<file path="src/rtl/spt_pkg.sv">
package spt_pkg;

  // Effective precharge value: half rate adds one cycle of command setup.
  function automatic int unsigned trp_eff(input int unsigned trp, input bit half);
    return trp + (half ? 1 : 0);
  endfunction

  // Read latency in memory cycles: half rate doubles the unit.
  function automatic int unsigned tdl_eff(input int unsigned tdl, input bit half);
    return half ? (tdl * 2) : tdl;
  endfunction

  // Hold values are the spacing minus one (the counter value after the strobe edge).
  function automatic int unsigned rd_hold(input int unsigned trp_e, input int unsigned tdl_e);
    return tdl_e + trp_e + 1;
  endfunction

  function automatic int unsigned wr_hold(input int unsigned trp_e, input int unsigned twr);
    return trp_e + twr;
  endfunction

  function automatic int unsigned dl_hold(input int unsigned trp_e);
    return trp_e + 1;
  endfunction

  function automatic int unsigned max_hold(input int trp_w, input int tdl_w, input int twr_w);
    int unsigned tp;
    int unsigned rd;
    int unsigned wr;
    tp = (2 ** trp_w);
    rd = 2 * ((2 ** tdl_w) - 1) + tp + 1;
    wr = tp + (2 ** twr_w) - 1;
    return (rd > wr) ? rd : wr;
  endfunction

endpackage

</file>
<file path="src/rtl/spt_hold_calc.sv">
module spt_hold_calc
  import spt_pkg::*;
#(
  parameter int TRP_W = 4,
  parameter int TDL_W = 2,
  parameter int TWR_W = 2,
  parameter int CNT_W = 5
) (
  input  logic [TRP_W-1:0] cfg_trp,
  input  logic [TDL_W-1:0] cfg_tdl,
  input  logic [TWR_W-1:0] cfg_twr,
  input  logic             cfg_half,
  input  logic             rd_ap,
  input  logic             wr_ap,
  input  logic             dl_hit,
  input  logic [TRP_W:0]   trp_held,
  output logic [TRP_W:0]   trp_eff_now,
  output logic             req_valid,
  output logic [CNT_W-1:0] req
);
  logic [CNT_W-1:0] rd_req, wr_req, dl_req, m1;

  always_comb begin
    trp_eff_now = (TRP_W+1)'(trp_eff(32'(cfg_trp), cfg_half));
    rd_req = rd_ap ? CNT_W'(rd_hold(32'(trp_eff_now), tdl_eff(32'(cfg_tdl), cfg_half))) : '0;
    wr_req = wr_ap ? CNT_W'(wr_hold(32'(trp_eff_now), 32'(cfg_twr))) : '0;
    dl_req = dl_hit ? CNT_W'(dl_hold(32'(trp_held))) : '0;
    m1 = (rd_req > wr_req) ? rd_req : wr_req;
    req = (m1 > dl_req) ? m1 : dl_req;
    req_valid = rd_ap | wr_ap | dl_hit;
  end
endmodule

</file>
<file path="src/rtl/spt_read_tracker.sv">
module spt_read_tracker #(
  parameter int TRP_W = 4
) (
  input  logic           clk,
  input  logic           rst_n,
  input  logic           rd_ap,
  input  logic           data_latch,
  input  logic           cnt_zero,
  input  logic [TRP_W:0] trp_eff_now,
  output logic           rd_pend,
  output logic           dl_hit,
  output logic [TRP_W:0] trp_held
);
  assign dl_hit = data_latch & rd_pend;

  always_ff @(posedge clk) begin
    if (!rst_n) begin
      rd_pend  <= 1'b0;
      trp_held <= '0;
    end else if (rd_ap) begin
      rd_pend  <= 1'b1;
      trp_held <= trp_eff_now;
    end else if (dl_hit || cnt_zero) begin
      rd_pend  <= 1'b0;
    end
  end
endmodule

</file>
<file path="src/rtl/spt_hold_counter.sv">
module spt_hold_counter #(
  parameter int CNT_W = 5
) (
  input  logic             clk,
  input  logic             rst_n,
  input  logic             req_valid,
  input  logic [CNT_W-1:0] req,
  output logic [CNT_W-1:0] cnt,
  output logic             cnt_zero
);
  logic [CNT_W-1:0] dec, nxt;

  always_comb begin
    dec = (cnt != '0) ? cnt - 1'b1 : '0;
    nxt = (req_valid && (req > dec)) ? req : dec;
  end

  assign cnt_zero = (cnt == '0);

  always_ff @(posedge clk) begin
    if (!rst_n) cnt <= '0;
    else        cnt <= nxt;
  end

  AST_LOAD_FLOOR: assert property (@(posedge clk) disable iff (!rst_n)
    req_valid |=> (cnt >= $past(req)));
  AST_NO_SHORTEN: assert property (@(posedge clk) disable iff (!rst_n)
    (cnt != '0) |=> (cnt >= $past(cnt) - 1'b1));
endmodule

</file>
<file path="src/rtl/spt_precharge_timer.sv">
module spt_precharge_timer
  import spt_pkg::*;
#(
  parameter int TRP_W = 4,
  parameter int TDL_W = 2,
  parameter int TWR_W = 2
) (
  input  logic             clk,
  input  logic             rst_n,
  input  logic [TRP_W-1:0] cfg_trp,
  input  logic [TDL_W-1:0] cfg_tdl,
  input  logic [TWR_W-1:0] cfg_twr,
  input  logic             cfg_half,
  input  logic             rd_ap,
  input  logic             wr_ap,
  input  logic             data_latch,
  output logic             row_ok,
  output logic             cfg_err
);
  localparam int unsigned MAX_HOLD = max_hold(TRP_W, TDL_W, TWR_W);
  localparam int CNT_W = $clog2(MAX_HOLD + 1);

  logic [TRP_W:0]   trp_eff_now, trp_held;
  logic             rd_pend, dl_hit, cnt_zero, req_valid;
  logic [CNT_W-1:0] req, cnt;

  spt_hold_calc #(.TRP_W(TRP_W), .TDL_W(TDL_W), .TWR_W(TWR_W), .CNT_W(CNT_W)) u_calc (
    .cfg_trp(cfg_trp), .cfg_tdl(cfg_tdl), .cfg_twr(cfg_twr), .cfg_half(cfg_half),
    .rd_ap(rd_ap), .wr_ap(wr_ap), .dl_hit(dl_hit), .trp_held(trp_held),
    .trp_eff_now(trp_eff_now), .req_valid(req_valid), .req(req)
  );

  spt_read_tracker #(.TRP_W(TRP_W)) u_track (
    .clk(clk), .rst_n(rst_n), .rd_ap(rd_ap), .data_latch(data_latch),
    .cnt_zero(cnt_zero), .trp_eff_now(trp_eff_now),
    .rd_pend(rd_pend), .dl_hit(dl_hit), .trp_held(trp_held)
  );

  spt_hold_counter #(.CNT_W(CNT_W)) u_cnt (
    .clk(clk), .rst_n(rst_n), .req_valid(req_valid), .req(req),
    .cnt(cnt), .cnt_zero(cnt_zero)
  );

  assign row_ok  = cnt_zero;
  assign cfg_err = (cfg_trp == '0);

  AST_RESET_OPEN: assert property (@(posedge clk) disable iff (!rst_n)
    !$past(rst_n) |-> row_ok);
  AST_RD_BLOCKS: assert property (@(posedge clk) disable iff (!rst_n)
    rd_ap |=> !row_ok);
  AST_WR_BLOCKS: assert property (@(posedge clk) disable iff (!rst_n)
    wr_ap |=> !row_ok);
  AST_STRAY_LATCH: assert property (@(posedge clk) disable iff (!rst_n)
    (data_latch && !rd_pend && !rd_ap && !wr_ap && row_ok) |=> row_ok);
endmodule

</file>
<file path="config.mk">
export PLATFORM = sky130hd
export DESIGN_NAME = spt_precharge_timer
export DESIGN_NICKNAME = d
export VERILOG_FILES = /design/src/rtl/spt_pkg.sv /design/src/rtl/spt_hold_calc.sv /design/src/rtl/spt_read_tracker.sv /design/src/rtl/spt_hold_counter.sv /design/src/rtl/spt_precharge_timer.sv
export SDC_FILE = /design/constraint.sdc
export NUM_CORES = 1
export LEC_CHECK = 0
export ABC_CLOCK_PERIOD_IN_PS = 9440
export BUFFER_PORTS_ARGS = -buffer_cell sky130_fd_sc_hd__buf_2
export CAP_MARGIN = 20
export CORE_ASPECT_RATIO = 2
export CORE_UTILIZATION = 29
export CTS_CLUSTER_DIAMETER = 120
export DETAILED_ROUTE_END_ITERATION = 16
export PLACE_DENSITY_LB_ADDON = 0.2
export SYNTH_ARGS = -nofsm -noshare
export SYNTH_HDL_FRONTEND = slang
export SYNTH_SLANG_ARGS = --single-unit
</file>
<file path="constraint.sdc">
create_clock -name clk -period 9.44 [get_ports clk]
set_clock_uncertainty 0.15 [all_clocks]
set_input_delay 1.888 -clock clk [delete_from_list [all_inputs] [get_ports clk]]
set_output_delay 1.888 -clock clk [all_outputs]
set_load 0.01 [all_outputs]
</file>
# Yosys cells after proc, flatten, opt, wreduce, memory -nomap -nowiden
# Index checks and enable logic that the tools add are counted.
# word_totals
reg_bits	11
inputBits	14
out_inout_bits	2
word_cells	32
# op_classes
add_sub_neg	6
magnitude_cmp	3
mux	11
bitwise	3
reduce_logical	6
# ops
operator	n
$mux 5	7
$gt 5x5->1	3
$add 5x1->5 const B	2
$add 4x5->5	1
$add 5x2->5	1
$add 5x5->5	1
$logic_not 5->1	1
$reduce_bool 5->1	1
$sub 5x1->5 const B	1
$logic_not 4->1	1
$mux 1	3
$mux 3	1
$or 1x1->1	2
$reduce_bool 2->1	1
$and 1x1->1	1
$logic_and 1x1->1	1
$logic_or 1x1->1	1

# Depth between registers and ports, before layout
# logic_depth
word_depth	12
ltp_mapped	30
depth_no_buf	30

# Cells and area by module
# Synthesis repeated with hierarchy kept, for this count alone.
# hier_totals
hier_cells	183
area_unflattened_um2	1507.7
# modules_own_cells
module	n_inst	cells_per_inst	area_per_inst_um2	seq_area_each_um2
spt_hold_calc	1	112	840.8	0.0
spt_hold_counter	1	50	420.4	100.1
spt_read_tracker	1	20	234.0	120.1
spt_precharge_timer	1	1	12.5	0.0

# Worst setup path after synthesis
# Ideal clock, no wire load.
# synth_path
path_kind	input-to-reg
startpoint	input port cfg_trp[0]
endpoint	register u_cnt.cnt[4]
setup_ns	0.114
arrival_ns	7.014
required_time_ns	9.176
slack_ns	2.161
path_stages	29
n_path_buf	0
cell_sequence	ha_1 ha_1 inv_1 fa_1 and3b_1 mux2_4 a221o_1 or2_2 ha_1 nor2_1 a21oi_1 o21ai_1 mux2i_1 inv_1 ha_1 o21ai_0 a21oi_1 o21ai_0 nand2b_1 o21ai_1 and2_1 nor2_1 ha_1 a21o_1 a21oi_1 o21ai_0 nand2_1 nand2_1 a2bb2o_4
# synth_between
elab_chain_cells	11
word_cells_on_any_way	13
classes_between	4 x add/sub; 3 x order compare; 5 x mux; 1 x reduce/logical
# synth_lines
element	line	source
start, declared	spt_precharge_timer.sv:10	input logic [TRP_W-1:0] cfg_trp,
$add 4x5->5 *	spt_pkg.sv:5	return trp + (half ? 1 : 0);
via trp_eff_now[1]	spt_precharge_timer.sv:23	logic [TRP_W:0] trp_eff_now, trp_held;
$add 5x5->5	spt_pkg.sv:15	return tdl_e + trp_e + 1;
$add 5x1->5	spt_pkg.sv:15	
$mux 5	spt_hold_calc.sv:25	rd_req = rd_ap ? CNT_W'(rd_hold(32'(trp_eff_now), tdl_eff(32'(cfg_tdl), cfg_half))) : '0;
$gt 5x5->1	spt_hold_calc.sv:28	m1 = (rd_req > wr_req) ? rd_req : wr_req;
$mux 5 *	spt_hold_calc.sv:28	
$gt 5x5->1	spt_hold_calc.sv:29	req = (m1 > dl_req) ? m1 : dl_req;
$mux 5 *	spt_hold_calc.sv:29	
$gt 5x5->1	spt_hold_counter.sv:15	nxt = (req_valid && (req > dec)) ? req : dec;
$logic_and 1x1->1	spt_hold_counter.sv:15	
$mux 5 *	spt_hold_counter.sv:15	
end signal, assigned	spt_hold_counter.sv:22	else cnt <= nxt;
end, declared	spt_hold_counter.sv:8	output logic [CNT_W-1:0] cnt,
# The timed path passes the listed nets; every way through them passes the cells marked *.
# A chain may end at the register's enable or synchronous reset.

# Worst setup path in the final report
# layout_path
startpoint	input port cfg_half
endpoint	register u_cnt.cnt[4]
# layout_between
elab_chain_cells	12
word_cells_on_any_way	15
classes_between	4 x add/sub; 3 x order compare; 7 x mux; 1 x reduce/logical
# layout_lines
element	line	source
start, declared	spt_precharge_timer.sv:13	input logic cfg_half,
$mux 1 *	spt_pkg.sv:5	
$add 4x5->5 *	spt_pkg.sv:5	
via trp_eff_now[1]	spt_precharge_timer.sv:23	
$add 5x5->5	spt_pkg.sv:15	
$add 5x1->5	spt_pkg.sv:15	
$mux 5	spt_hold_calc.sv:25	
$gt 5x5->1	spt_hold_calc.sv:28	
$mux 5 *	spt_hold_calc.sv:28	
$gt 5x5->1	spt_hold_calc.sv:29	
$mux 5 *	spt_hold_calc.sv:29	
$gt 5x5->1	spt_hold_counter.sv:15	
$logic_and 1x1->1	spt_hold_counter.sv:15	
$mux 5 *	spt_hold_counter.sv:15	
# Marks and branches as above.

==> summary by stage <==
Finish
The fill cell total of the finished layout is 562. Summing all non-filler instances in the final layout gives an area of 1680 µm². The count of antenna diodes in the layout is 0. Leaving out fill and tap cells, the most frequent cells in the layout are sky130_fd_sc_hd__ha_1, sky130_fd_sc_hd__nor2_1, sky130_fd_sc_hd__inv_1, sky130_fd_sc_hd__buf_2, sky130_fd_sc_hd__nand2_1.

The filler-free cell count of the finished design is 268. The area growth from synthesis to layout is 11.7%. The footprint of the multi-input gates is 1190 µm². The library cell used most frequently in the layout, excluding fill and tap cells, is sky130_fd_sc_hd__ha_1.

The share of layout cells above drive strength 1 is 11.8%. The area used by sequential logic in the layout is 220 µm². The count of nets after finishing is 252.

Clock tree
The clock tree from TritonCTS is yes. The clock reaches the later pin of the worst-skew pair after 0.23 ns. The number of buffers created by CTS is 3. Clock-pin slew was measured on the worst setup and hold paths at 0.05 ns. No sink is reached through more buffers than the 2 on the longest clock path. The tree built by TritonCTS fans out to 11 sinks. In this run the post-CTS setup repair buffer count came out at 0. The hold buffer count at CTS is 0. The number of gates given a new drive strength after cts is 0. Clock tree synthesis selected as its root buffer the cell sky130_fd_sc_hd__clkbuf_8. The number of H-tree levels is 1.

Run status
The run finished with clean final reports.

Global routing
Summed over all layers, the global routing overflow is 0. Global routing consumed, over all layers together, 14.9% of the routing resources. Entering global routing, the biggest net connects 20 pins. The via count of the first global-routing pass is 1,425.

The initial antenna violation count is 0. The first global-routing pass estimated 6.15 mm of wire.

Routing
The number of routed nets with antenna violations is 0. Before antenna repair, the detailed router went through 4 iterations. The via count of the routed design is 1,371. Using the TritonRoute via totals, the vias-per-cell ratio works out to 5.12. In the final routed layout, each cell accounts on average for 13.5 µm. The number of DRC markers in iteration 0 is 10. The final wirelength is 3.63 mm. For this run, design rule violations remaining after detail routing come to 0.

Timing
The number of max-slew violations in the final report is 0. The minimum clock period after layout is 7.81 ns. At the pin with the least slew margin, the transition time is 0.450 ns. The final period utilization is 82.7%. The least setup slack across all paths after layout is 1.63 ns. The number of failing hold endpoints at the final stage is 0. The upper clock frequency limit is 128 MHz. The aggregate negative setup slack is 0 ns. The final setup violation count is 0. The worst pin sits at a relative slew slack of 69.8%. Setup repair after global routing left no endpoint under its margin.

Logic synthesis
The adder-cell share of the synthesized area is 22.6%. Summing the areas of all compound-gate instances in the mapped netlist gives 15.7% of the synthesized area. The net count of the mapped netlist is 236. After synthesis the cells add up to 1500 µm². The number of synthesized flops with an enable pin is 0. Synthesis produced a netlist whose cell count is 196. Among all flip-flop cells after synthesis, the most frequent one is sky130_fd_sc_hd__dfxtp_1. The mean area per synthesized cell is 7.67 µm². The number of library cell types mapped by synthesis is 44. Summing the areas of all xor and xnor instances in the mapped netlist gives 6.33% of the synthesized area. The synthesis warning total is 0. The synthesized netlist devotes 25.5% of its cell area to simple gates. After synthesis, the largest family of logic cells by area is simple AND/OR/NAND/NOR gates.

Counting flops with an async set or reset pin after synthesis yields a share of 0%. After synthesis the netlist holds a flip-flop and latch count of 11. Measured against the total synthesized area, the mux share comes to 9.41%. Sequential cells were found to cover 14.7% of the synthesized design area.

Die
The region available for standard cell placement spans 4910 µm². 16 I/O pins were placed. The floorplan die width is 52.9 µm. The overall die area is 5490 µm².

The standard-cell row count is 36. The starting density of the core is 30.6%. The floorplan step set the die height to 104 µm.

Place
Counting tap cells, the placed design contains a total of 264 instances. At the end of routability-driven placement, the weighted congestion stood at 0.817. During placement, the flow inserted port buffers numbering 15. In this run the cell area measured after placement is 1630 µm². The HPWL after detailed placement is 3.26 mm.

OpenSTA, run right after detailed placement, puts the worst setup slack at 1.34 ns.

Pwr
The total power consumption of the routed design is 348 µW. The power density of the placed cells is 207 nW/µm². Summed over all cells, the static leakage comes to 0.000801 µW. The peak ir drop on the vdd network is 0.000157 V.

Hold path
The path class of the tightest hold or removal check is register to register. In this run the most critical hold path is launched from u_track.trp_held[4]$_SDFFE_PN0P_.

Setup path
STA puts the critical path data required time at 9.42 ns. The worst flop-to-flop path startpoint is u_track.trp_held[2]$_SDFFE_PN0P_. The data arrival time of the critical path is 7.79 ns.

The most frequent cell on the critical path is sky130_fd_sc_hd__ha_1. The type of the worst setup path is primary input to register. STA classifies the critical path endpoint as a register. The largest individual stage delay along the critical path comes from the cell sky130_fd_sc_hd__ha_1. The sort of element at the start of the critical path is a primary input. The highest fanout seen on the critical path is 6. The largest stage delay on the critical path is 0.38 ns. The critical path starts at cfg_half.

Run
The max-cap check violation count is 0.
-- worst max-delay path, delay by kind of cell --
kind | cells | cell delay (ns)
AOI/OAI and AO/OA | 11 | 1.91
adders and majority gates | 6 | 1.78
and+or+nand+nor | 8 | 1.26
muxes | 2 | 0.58
buffers and inverters | 3 | 0.37
-- cell type report --
class / count / share of cell area [%]
clock buffers: 4 / 2.68
inverters: 19 / 4.25
multi-input cells: 162 / 71.2
flip-flops and latches: 11 / 13.1
well taps: 57 / 4.25
repair buffers: 15 / 4.47
-- report_power, final --
group / leakage (µW) / switching [µW] / total [µW] / internal (µW)
Clock: 0.0000228 / 17.7 / 47.4 / 29.7
Sequential: 0.0000906 / 5.07 / 59.4 / 54.3
Combinational: 0.000688 / 140 / 241 / 101
-- Yosys cell counts, drive strengths merged, types with 3 or more instances --
master / instances / area share [%]
ha: 24 / 20
nor2: 23 / 5.7
inv: 19 / 4.7
nand2: 14 / 3.5
o21ai: 13 / 4.3
dfxtp: 11 / 15
mux2i: 10 / 6.7
nand3: 10 / 3.3
a21oi: 9 / 3.0
nand2b: 9 / 3.7
xor2: 6 / 3.5
xnor2: 4 / 2.8
and2: 3 / 1.2
mux2: 3 / 2.7
nand4: 3 / 1.2
nor2b: 3 / 1.2
o31ai: 3 / 1.5
-- cells by family after synthesis --
family                   count (synthesis)
buffers and inverters                   23
AND/OR/NAND/NOR                         77
XOR/XNOR                                10
multiplexers                            13
adder cells (fa/ha/maj)                 26
AO/OA/AOI/OAI                           36
flip-flops                              11
-- through the flow --
stage	hold slack [ns]	util (%)
after global placement	0.336	33.3
after detailed placement	0.338	33.3
after floorplan	0.312	-
final	0.347	34.2
after global routing	0.389	34.2
after CTS	0.347	34.2
-- layer usage --
metal | wire length [µm] | GRT usage [%] | vias to the layer above
met5 | 0 | 0 | -
met4 | 111 | 6.20 | 0
met3 | 68 | 1.47 | 10
met2 | 2240 | 30.7 | 23
met1 | 1210 | 13.0 | 620
li1 | - | - | 718
-- path summary, 6_finish.rpt --
kind	endpoint	slack [ns]	cells after the start
worst min-delay path	u_track.trp_held[4]$_SDFFE_PN0P_	0.35	2
worst max register to register	u_cnt.cnt[4]$_SDFF_PN0_	5.80	18
worst max-delay path	u_cnt.cnt[4]$_SDFF_PN0_	1.63	30
worst min register to register	u_track.trp_held[4]$_SDFFE_PN0P_	0.35	2
-- flip-flops by register name (all words and copies together), names as in the netlist --
name / flops
u_track.trp_held: 5
u_track.rd_pend: 1
u_cnt.cnt: 5
No activity file was read; power rests on OpenSTA's default activity.
